--- config.mk ---
export PLATFORM = sky130hd
export DESIGN_NAME = rng_seq_mon
export DESIGN_NICKNAME = d
export VERILOG_FILES = /design/src/rtl/rng_seq_pkg.sv /design/src/rtl/rng_seq_cnt.sv /design/src/rtl/rng_seq_ctl.sv /design/src/rtl/rng_seq_mon.sv
export SDC_FILE = /design/constraint.sdc
export NUM_CORES = 1
export LEC_CHECK = 0
export BUFFER_PORTS_ARGS = -buffer_cell sky130_fd_sc_hd__buf_2
export CAP_MARGIN = 20
export CORE_AREA = 5 5 42 44
export DETAILED_ROUTE_END_ITERATION = 12
export DIE_AREA = 0 0 47 49
export PLACE_DENSITY = 0.58
export SETUP_SLACK_MARGIN = 0.4
export SLEW_MARGIN = 20
export SYNTH_ARGS = -nofsm -noshare
export SYNTH_HDL_FRONTEND = slang
export SYNTH_SLANG_ARGS = --single-unit
--- constraint.sdc ---
create_clock -name clk_i -period 2 [get_ports clk_i]
set_input_delay 0.3 -clock clk_i [delete_from_list [all_inputs] [get_ports clk_i]]
set_output_delay 0.3 -clock clk_i [all_outputs]
set_load 0.01 [all_outputs]
--- src/rtl/rng_seq_pkg.sv ---
package rng_seq_pkg;

   typedef enum logic [2:0] {
      ST_IDLE     = 3'd0,
      ST_WAIT_MIN = 3'd1,
      ST_CHECK    = 3'd2,
      ST_WAIT_FIX = 3'd3,
      ST_TAIL     = 3'd4
   } seq_st_e;

   typedef enum logic [1:0] {
      CNT_HOLD = 2'd0,
      CNT_LOAD = 2'd1,
      CNT_DEC  = 2'd2,
      CNT_CLR  = 2'd3
   } cnt_op_e;

endpackage

--- src/rtl/rng_seq_cnt.sv ---
module rng_seq_cnt
   import rng_seq_pkg::*;
#(
   parameter int CW = 3
) (
   input  logic          clk_i,
   input  logic          clr_i,
   input  cnt_op_e       op_i,
   input  logic [CW-1:0] ld_i,
   output logic          zero_o
);

   logic [CW-1:0] cnt_q;

   always_ff @(posedge clk_i) begin
      if (clr_i) begin
         cnt_q <= '0;
      end else begin
         case (op_i)
            CNT_LOAD: cnt_q <= ld_i;
            CNT_DEC:  cnt_q <= cnt_q - 1'b1;
            CNT_CLR:  cnt_q <= '0;
            default:  cnt_q <= cnt_q;
         endcase
      end
   end

   assign zero_o = (cnt_q == '0);

endmodule

--- src/rtl/rng_seq_ctl.sv ---
module rng_seq_ctl
   import rng_seq_pkg::*;
#(
   parameter int MIN_DLY  = 2,
   parameter int MAX_DLY  = 4,
   parameter bit OPEN_END = 1'b0,
   parameter int TAIL_DLY = 2,
   parameter bit TAIL_EN  = 1'b1,
   parameter int CW       = 3
) (
   input  seq_st_e       st_i,
   input  logic          zero_i,
   input  logic          trig_i,
   input  logic          b_i,
   input  logic          c_i,
   output seq_st_e       nxt_o,
   output cnt_op_e       op_o,
   output logic [CW-1:0] ld_o,
   output logic          pass_o,
   output logic          fail_o
);

   localparam int SPAN    = OPEN_END ? 0 : (MAX_DLY - MIN_DLY);
   localparam int WAIT_LD = (MIN_DLY >= 2) ? (MIN_DLY - 2) : 0;
   localparam int FIX_LD  = (TAIL_DLY >= 2) ? (TAIL_DLY - 2) : 0;

   // action taken when b is found
   seq_st_e       m_nxt;
   cnt_op_e       m_op;
   logic [CW-1:0] m_ld;
   logic          m_pass;

   generate
      if (!TAIL_EN) begin : g_match_done
         assign m_nxt  = ST_IDLE;
         assign m_op   = CNT_CLR;
         assign m_ld   = '0;
         assign m_pass = 1'b1;
      end else if (TAIL_DLY == 1) begin : g_match_tail
         assign m_nxt  = ST_TAIL;
         assign m_op   = CNT_CLR;
         assign m_ld   = '0;
         assign m_pass = 1'b0;
      end else begin : g_match_fix
         assign m_nxt  = ST_WAIT_FIX;
         assign m_op   = CNT_LOAD;
         assign m_ld   = CW'(FIX_LD);
         assign m_pass = 1'b0;
      end
   endgenerate

   // action taken when an evaluation starts
   seq_st_e       s_nxt;
   cnt_op_e       s_op;
   logic [CW-1:0] s_ld;
   logic          s_pass;

   generate
      if (OPEN_END && MIN_DLY == 0) begin : g_start_zero
         assign s_nxt  = b_i ? m_nxt : ST_CHECK;
         assign s_op   = b_i ? m_op : CNT_CLR;
         assign s_ld   = b_i ? m_ld : '0;
         assign s_pass = b_i & m_pass;
      end else if (MIN_DLY == 1) begin : g_start_one
         assign s_nxt  = ST_CHECK;
         assign s_op   = CNT_LOAD;
         assign s_ld   = CW'(SPAN);
         assign s_pass = 1'b0;
      end else begin : g_start_wait
         assign s_nxt  = ST_WAIT_MIN;
         assign s_op   = CNT_LOAD;
         assign s_ld   = CW'(WAIT_LD);
         assign s_pass = 1'b0;
      end
   endgenerate

   always_comb begin
      nxt_o  = st_i;
      op_o   = CNT_HOLD;
      ld_o   = '0;
      pass_o = 1'b0;
      fail_o = 1'b0;
      case (st_i)
         ST_IDLE: begin
            if (trig_i) begin
               nxt_o  = s_nxt;
               op_o   = s_op;
               ld_o   = s_ld;
               pass_o = s_pass;
            end
         end
         ST_WAIT_MIN: begin
            if (zero_i) begin
               nxt_o = ST_CHECK;
               op_o  = CNT_LOAD;
               ld_o  = CW'(SPAN);
            end else begin
               op_o = CNT_DEC;
            end
         end
         ST_CHECK: begin
            if (b_i) begin
               nxt_o  = m_nxt;
               op_o   = m_op;
               ld_o   = m_ld;
               pass_o = m_pass;
            end else if (!OPEN_END) begin
               if (zero_i) begin
                  nxt_o  = ST_IDLE;
                  fail_o = 1'b1;
               end else begin
                  op_o = CNT_DEC;
               end
            end
         end
         ST_WAIT_FIX: begin
            if (zero_i) nxt_o = ST_TAIL;
            else        op_o  = CNT_DEC;
         end
         ST_TAIL: begin
            nxt_o  = ST_IDLE;
            pass_o = c_i;
            fail_o = ~c_i;
         end
         default: nxt_o = ST_IDLE;
      endcase
   end

endmodule

--- src/rtl/rng_seq_mon.sv ---
module rng_seq_mon
   import rng_seq_pkg::*;
#(
   parameter int MIN_DLY  = 2,
   parameter int MAX_DLY  = 4,
   parameter bit OPEN_END = 1'b0,
   parameter int TAIL_DLY = 2,
   parameter bit TAIL_EN  = 1'b1
) (
   input  logic clk_i,
   input  logic rst_i,
   input  logic dis_i,
   input  logic trig_i,
   input  logic b_i,
   input  logic c_i,
   output logic fail_o,
   output logic pass_o,
   output logic busy_o
);

   localparam int SPAN = OPEN_END ? 0 : (MAX_DLY - MIN_DLY);
   localparam int LIM1 = (SPAN > MIN_DLY) ? SPAN : MIN_DLY;
   localparam int LIM  = (LIM1 > TAIL_DLY) ? LIM1 : TAIL_DLY;
   localparam int CW   = $clog2(LIM + 2);

   generate
      if (MIN_DLY < 0 || (!OPEN_END && MAX_DLY < 0)) begin : g_err_neg
         $error("window bounds must not be negative");
      end
      if (!OPEN_END && MAX_DLY < MIN_DLY) begin : g_err_order
         $error("window upper bound is below its lower bound");
      end
      if (!OPEN_END && MIN_DLY == 0) begin : g_err_zero
         $error("closed window needs a lower bound of at least one");
      end
      if (TAIL_EN && TAIL_DLY < 1) begin : g_err_tail
         $error("trailing delay must be at least one");
      end
   endgenerate

   seq_st_e       st_q;
   seq_st_e       st_nxt;
   cnt_op_e       cnt_op;
   logic [CW-1:0] cnt_ld;
   logic          cnt_zero;
   logic          pass_evt;
   logic          fail_evt;
   logic          abort;
   logic          pass_q;
   logic          fail_q;

   assign abort = rst_i | dis_i;

   rng_seq_ctl #(
      .MIN_DLY (MIN_DLY),
      .MAX_DLY (MAX_DLY),
      .OPEN_END(OPEN_END),
      .TAIL_DLY(TAIL_DLY),
      .TAIL_EN (TAIL_EN),
      .CW      (CW)
   ) ctl_i (
      .st_i  (st_q),
      .zero_i(cnt_zero),
      .trig_i(trig_i),
      .b_i   (b_i),
      .c_i   (c_i),
      .nxt_o (st_nxt),
      .op_o  (cnt_op),
      .ld_o  (cnt_ld),
      .pass_o(pass_evt),
      .fail_o(fail_evt)
   );

   rng_seq_cnt #(
      .CW(CW)
   ) cnt_i (
      .clk_i (clk_i),
      .clr_i (abort),
      .op_i  (cnt_op),
      .ld_i  (cnt_ld),
      .zero_o(cnt_zero)
   );

   always_ff @(posedge clk_i) begin
      if (abort) begin
         st_q   <= ST_IDLE;
         pass_q <= 1'b0;
         fail_q <= 1'b0;
      end else begin
         st_q   <= st_nxt;
         pass_q <= pass_evt;
         fail_q <= fail_evt;
      end
   end

   assign pass_o = pass_q;
   assign fail_o = fail_q;
   assign busy_o = (st_q != ST_IDLE);

endmodule

# == Yosys cells after proc, flatten, opt, wreduce, memory -nomap -nowiden ==
# Cells that the tools add are included.
# word_totals
ff_bits,7
elab_cells,42
output_inout_bits,3
# op_classes
eq_ne,11
add_sub_neg,1
bitwise,3
reduce_logical,6
mux,17
# ops
cell,count
$mux W3,5
$pmux W3 S4,1
$mux W2,5
$pmux W2 S4,1
$eq A3 B2 Y1 const B,2
$pmux W2 S3,1
$reduce_bool A3 Y1,2
$eq A2 B2 Y1 const B,2
$ne A2 B1 Y1 const B,2
$reduce_and A4 Y1,1
$eq A3 B1 Y1 const B,1
$eq A3 B3 Y1 const B,1
$logic_not A3 Y1,1
$mux W1,3
$ne A3 B2 Y1 const B,1
$eq A2 B1 Y1 const B,1
$logic_not A2 Y1,1
$ne A2 B2 Y1 const B,1
$not A1 Y1,2
$pmux W1 S2,1
$reduce_or A2 Y1,1
$sub A2 B1 Y2 const B,1
$or A1 B1 Y1,1

# == Longest topological paths before layout ==
# logic_depth
depth_word,6
depth_mapped,6
mapped_depth_nobuf,6

# == Cells and area by module ==
# From an unflattened synthesis, not the netlist that was laid out.
# unflattened
cells_unflattened,47
hier_area_um2,430.4
# modules_own_cells
mod,instances,area_per_inst_um2,cells_each
rng_seq_ctl,1,160.2,22
rng_seq_mon,1,150.1,12
rng_seq_cnt,1,120.1,13

# == Worst setup path after synthesis ==
# No wires, ideal clock.
# synth_timing
kind,register to register
startpoint,register cnt_i.cnt_q[0]
endpoint,register cnt_i.cnt_q[1]
required_ps,1908
path_stages_with_launch,7
setup_time_ps,92
path_slack_ps,221
arrival_time_ps,1686
path_cell_list,dfxtp_1 -> inv_1 -> ha_1 -> or4b_1 -> a21oi_2 -> mux2_1 -> o32ai_1
# synth_via
elab_chain_cells,6
# synth_rtl
element,line,text
from (decl),rng_seq_cnt.sv:13,logic [CW-1:0] cnt_q;
from (signal assigned),rng_seq_cnt.sv:20,CNT_LOAD: cnt_q <= ld_i;
from (signal assigned),rng_seq_cnt.sv:21,CNT_DEC: cnt_q <= cnt_q - 1'b1;
from (signal assigned),rng_seq_cnt.sv:23,default: cnt_q <= cnt_q;
$logic_not A2 Y1,rng_seq_cnt.sv:28,assign zero_o = (cnt_q == '0);
$mux W2,"rng_seq_ctl.sv:108, rng_seq_ctl.sv:117",
$mux W2,rng_seq_ctl.sv:102,if (b_i) begin
$pmux W2 S4,rng_seq_ctl.sv:83,case (st_i)
$eq A2 B2 Y1 / $eq A2 B1 Y1 (equally long branches),rng_seq_cnt.sv:19,case (op_i)
$pmux W2 S3 / $reduce_bool A3 Y1 (equally long branches),n/a,
# Several ways; a longest one is shown, not always the timed one.
# A chain may end at the register's enable or synchronous reset.

# == Final worst setup path ==
# Same ends and word-level chain as after synthesis.

==> metrics.md <==
| Metric | Value |
|---|---|
| Via density per instance | `approximately 5` |
| Initial DRC count | `6` |
| Starting Density | `0.269` |
| Synth Warn # | `0` |
| Net Count, Synth | `a little under 50` |
| Fmax | `slightly below 600 MHz` |
| Total number of vias | `roughly 360` |
| Post-synthesis sequential area ratio | `0.372` |
| Cell Rows | `14` |
| Final net count | `66` |
| Hold WS | `around 220 ps` |
| Total grt overflow | `0` |
| First-pass GRT wire length | `1.62 mm` |
| CTS Hold Buffers Added | `0` |
| Core area | `around 0.0014 mm^2` |
| Skew final | `around 15 ps` |
| DP Wirelength | `just over 600 um` |
| Worst-skew pair later-pin latency | `around 260 ps` |
| CP max stage delay | `roughly 500 ps` |
| Tightest Pin Transition | `539 ps` |
| Most common cell after layout, fill and taps aside | `buf_2` |
| CTS Buffer Depth | `2` |
| Fin crit share | `0.867` |
| Startpoint types | `flop` |
| GRT Total Usage | `0.101` |
| CP max FO | `3` |
| CTS tree | `built` |
| Max-slew violations | `0` |
| Max IR drop VDD | `0.380 mV` |
| Worst Path Arrival | `1890 ps` |
| FF/Latch Area | `around 150 um^2` |
| HP Class | `input pin to flop` |
| DRC viols | `0` |
| Pwr/cell area | `roughly 570 mW/mm^2` |
| Cells after Synth | `41` |
| Share of the synthesized area in the top cell type | `0.372` |
| RSZ-0062 raised after global routing | `yes` |
| Synth Cell Area | `between 300 and 400 um^2` |
| Final WL | `a little over 900 um` |
| Final setup fails | `0` |
| Max Cap Violations | `0` |
| Hold Vio Cnt, Final | `0` |
| Number of synthesized register bits | `7` |
| Die Area | `roughly 0.0023 mm^2` |
| CP max-delay cell | `or4b_4` |
| Fillers | `about 150` |
| Initial antenna violation count | `0` |
| Number of detailed-route iterations in the first pass | `4` |
| Vias in the first global route | `around 380` |
| Clock-pin slew on the worst setup and hold paths | `approximately 60 ps` |
| Cell taking the most area after synthesis | `dfxtp_1` |
| Share of layout cells above drive strength 1 | `0.526` |
| Die width | `47 um` |
| Final GP Congestion | `0.688` |
| Crit end category | `flop` |
| # diodes | `0` |
| Syn_area_per_cell | `between 9 and 10 um^2` |
| Clock Tree Root | `clkbuf_4` |
| Total power | `between 0.3 and 0.4 mW` |
| Routed Antenna Nets | `0` |
| CTS sink count | `7` |
| Most frequent cells in the layout | `8 x buf_2, 4 x nor2_1, 4 x dfxtp_2, 4 x buf_4` |
| Min Tclk post-route | `between 1500 and 2000 ps` |
| Netlist cell types | `23` |
| Htree depth | `1` |
| Maximum number of pins on one net before global-route repair | `11` |
| Setup TNS | `0 ps` |
| Worst Path Required | `2150 ps` |
| Status | `finished clean` |
| Die height | `~50 um` |
| CP Cell Sequence | `inv_2 -> ha_4 -> or4b_4 -> a21oi_4 -> mux2_4 -> o32ai_4` |
| Area grow syn2layout | `46.2%` |
| CTS buffer count | `3` |
| Port Buffers | `8` |
| Area contributors post-synth | `dfxtp_1 37%, ha_1 6.6%, inv_1 5.0%` |
| LEAKAGE | `around 0.23 nW` |
| Multi-input gate area | `between 200 and 300 um^2` |
| Relative slew slack | `0.635` |
| Routed len/inst | `between 10 and 15 um` |
| Worst setup path category | `flop to flop` |
| IO Count | `9` |
==> worst max-delay path, delay by kind of cell, from the launching register on <==
| kind | cells | cell delay (ps) |
|---|---|---|
| AO/OA/AOI/OAI | 2 | 290 |
| multiplexers | 1 | 330 |
| AND/OR/NAND/NOR | 1 | 500 |
| flip-flops | 1 | 330 |
| buffers and inverters | 1 | 50 |
| adder cells (fa/ha/maj) | 1 | 150 |
==> routing by layer <==
layer	wire (um)	GRT usage	vias up
met5	0	0	-
met4	8	0.0230	0
met3	41	0.0664	2
met2	518	0.167	5
met1	348	0.101	167
li1	-	-	184
==> registers in the layout, summed over array words and instances (netlist names) <==
| register | flops |
|---|---|
| fail_o | 1 |
| pass_o | 1 |
| st_q | 3 |
| cnt_i.cnt_q | 2 |
==> cell usage after synthesis <==
| cell type | number |
|---|---|
| a211oi_1 | 2 |
| a21oi_1 | 1 |
| a21oi_2 | 1 |
| a311oi_1 | 1 |
| a31oi_1 | 1 |
| and2_2 | 1 |
| and4_1 | 1 |
| buf_2 | 1 |
| dfxtp_1 | 7 |
| ha_1 | 2 |
| inv_1 | 5 |
| mux2_1 | 1 |
| mux2i_1 | 1 |
| nand2b_1 | 2 |
| nand4b_1 | 1 |
| nor2_1 | 4 |
| nor4_1 | 2 |
| o311ai_1 | 1 |
| o32ai_1 | 1 |
| or3_1 | 1 |
| or3_2 | 2 |
| or4b_1 | 1 |
| xnor2_1 | 1 |
==> power breakdown <==
group	total (mW)	switching (mW)	internal [mW]
combinational	0.0371	0.0187	0.0184
clock	0.131	0.0544	0.0763
sequential	0.145	0.00256	0.142
total	0.313	0.0757	0.237
==> through the flow <==
stage          cells  worst slack [ps]  instance area, um^2   util
2_1_floorplan     41               315                  402      -
3_5_place_dp      65               240                  464  0.331
4_1_cts           71               290                  518  0.370
5_1_grt           73               197                  551  0.393
3_3_place_gp      65               251                  464  0.331
6_report          73               265                  551  0.393
==> cell type report <==
class                   count  area share
multi-input cells          28       0.470
flip-flops and latches      7       0.264
repair buffers             13       0.148
clock buffers               4      0.0477
well taps                  16      0.0364
inverters                   5      0.0341
==> cell families (layout without fill, tap and decap cells) <==
group                    Yosys count  count (layout)  synth area share
AND/OR/NAND/NOR                   15              15             0.256
flip-flops                         7               7             0.372
multiplexers                       2               2            0.0565
buffers and inverters              6              22            0.0631
adder cells (fa/ha/maj)            2               2            0.0664
AO/OA/AOI/OAI                      8               8             0.163
XOR/XNOR                           1               1            0.0233
==> final timing paths <==
kind                  startpoint              to  slack [ps]  cells past startpoint
hold / removal             rst_i          fail_o         220                      2
hold reg to reg          st_q[2]          pass_o         550                      1
setup / recovery  cnt_i.cnt_q[0]  cnt_i.cnt_q[1]         270                      6
setup reg to reg  cnt_i.cnt_q[0]  cnt_i.cnt_q[1]         270                      6
==> repair_timing <==
item                                    4_1_cts  5_1_grt
pin swaps                                     1        1
endpoints found under the setup margin        1        3
buffers inserted                              2        2
resized for setup                             3        4
Note: power is estimated with default switching activity, not from simulation.
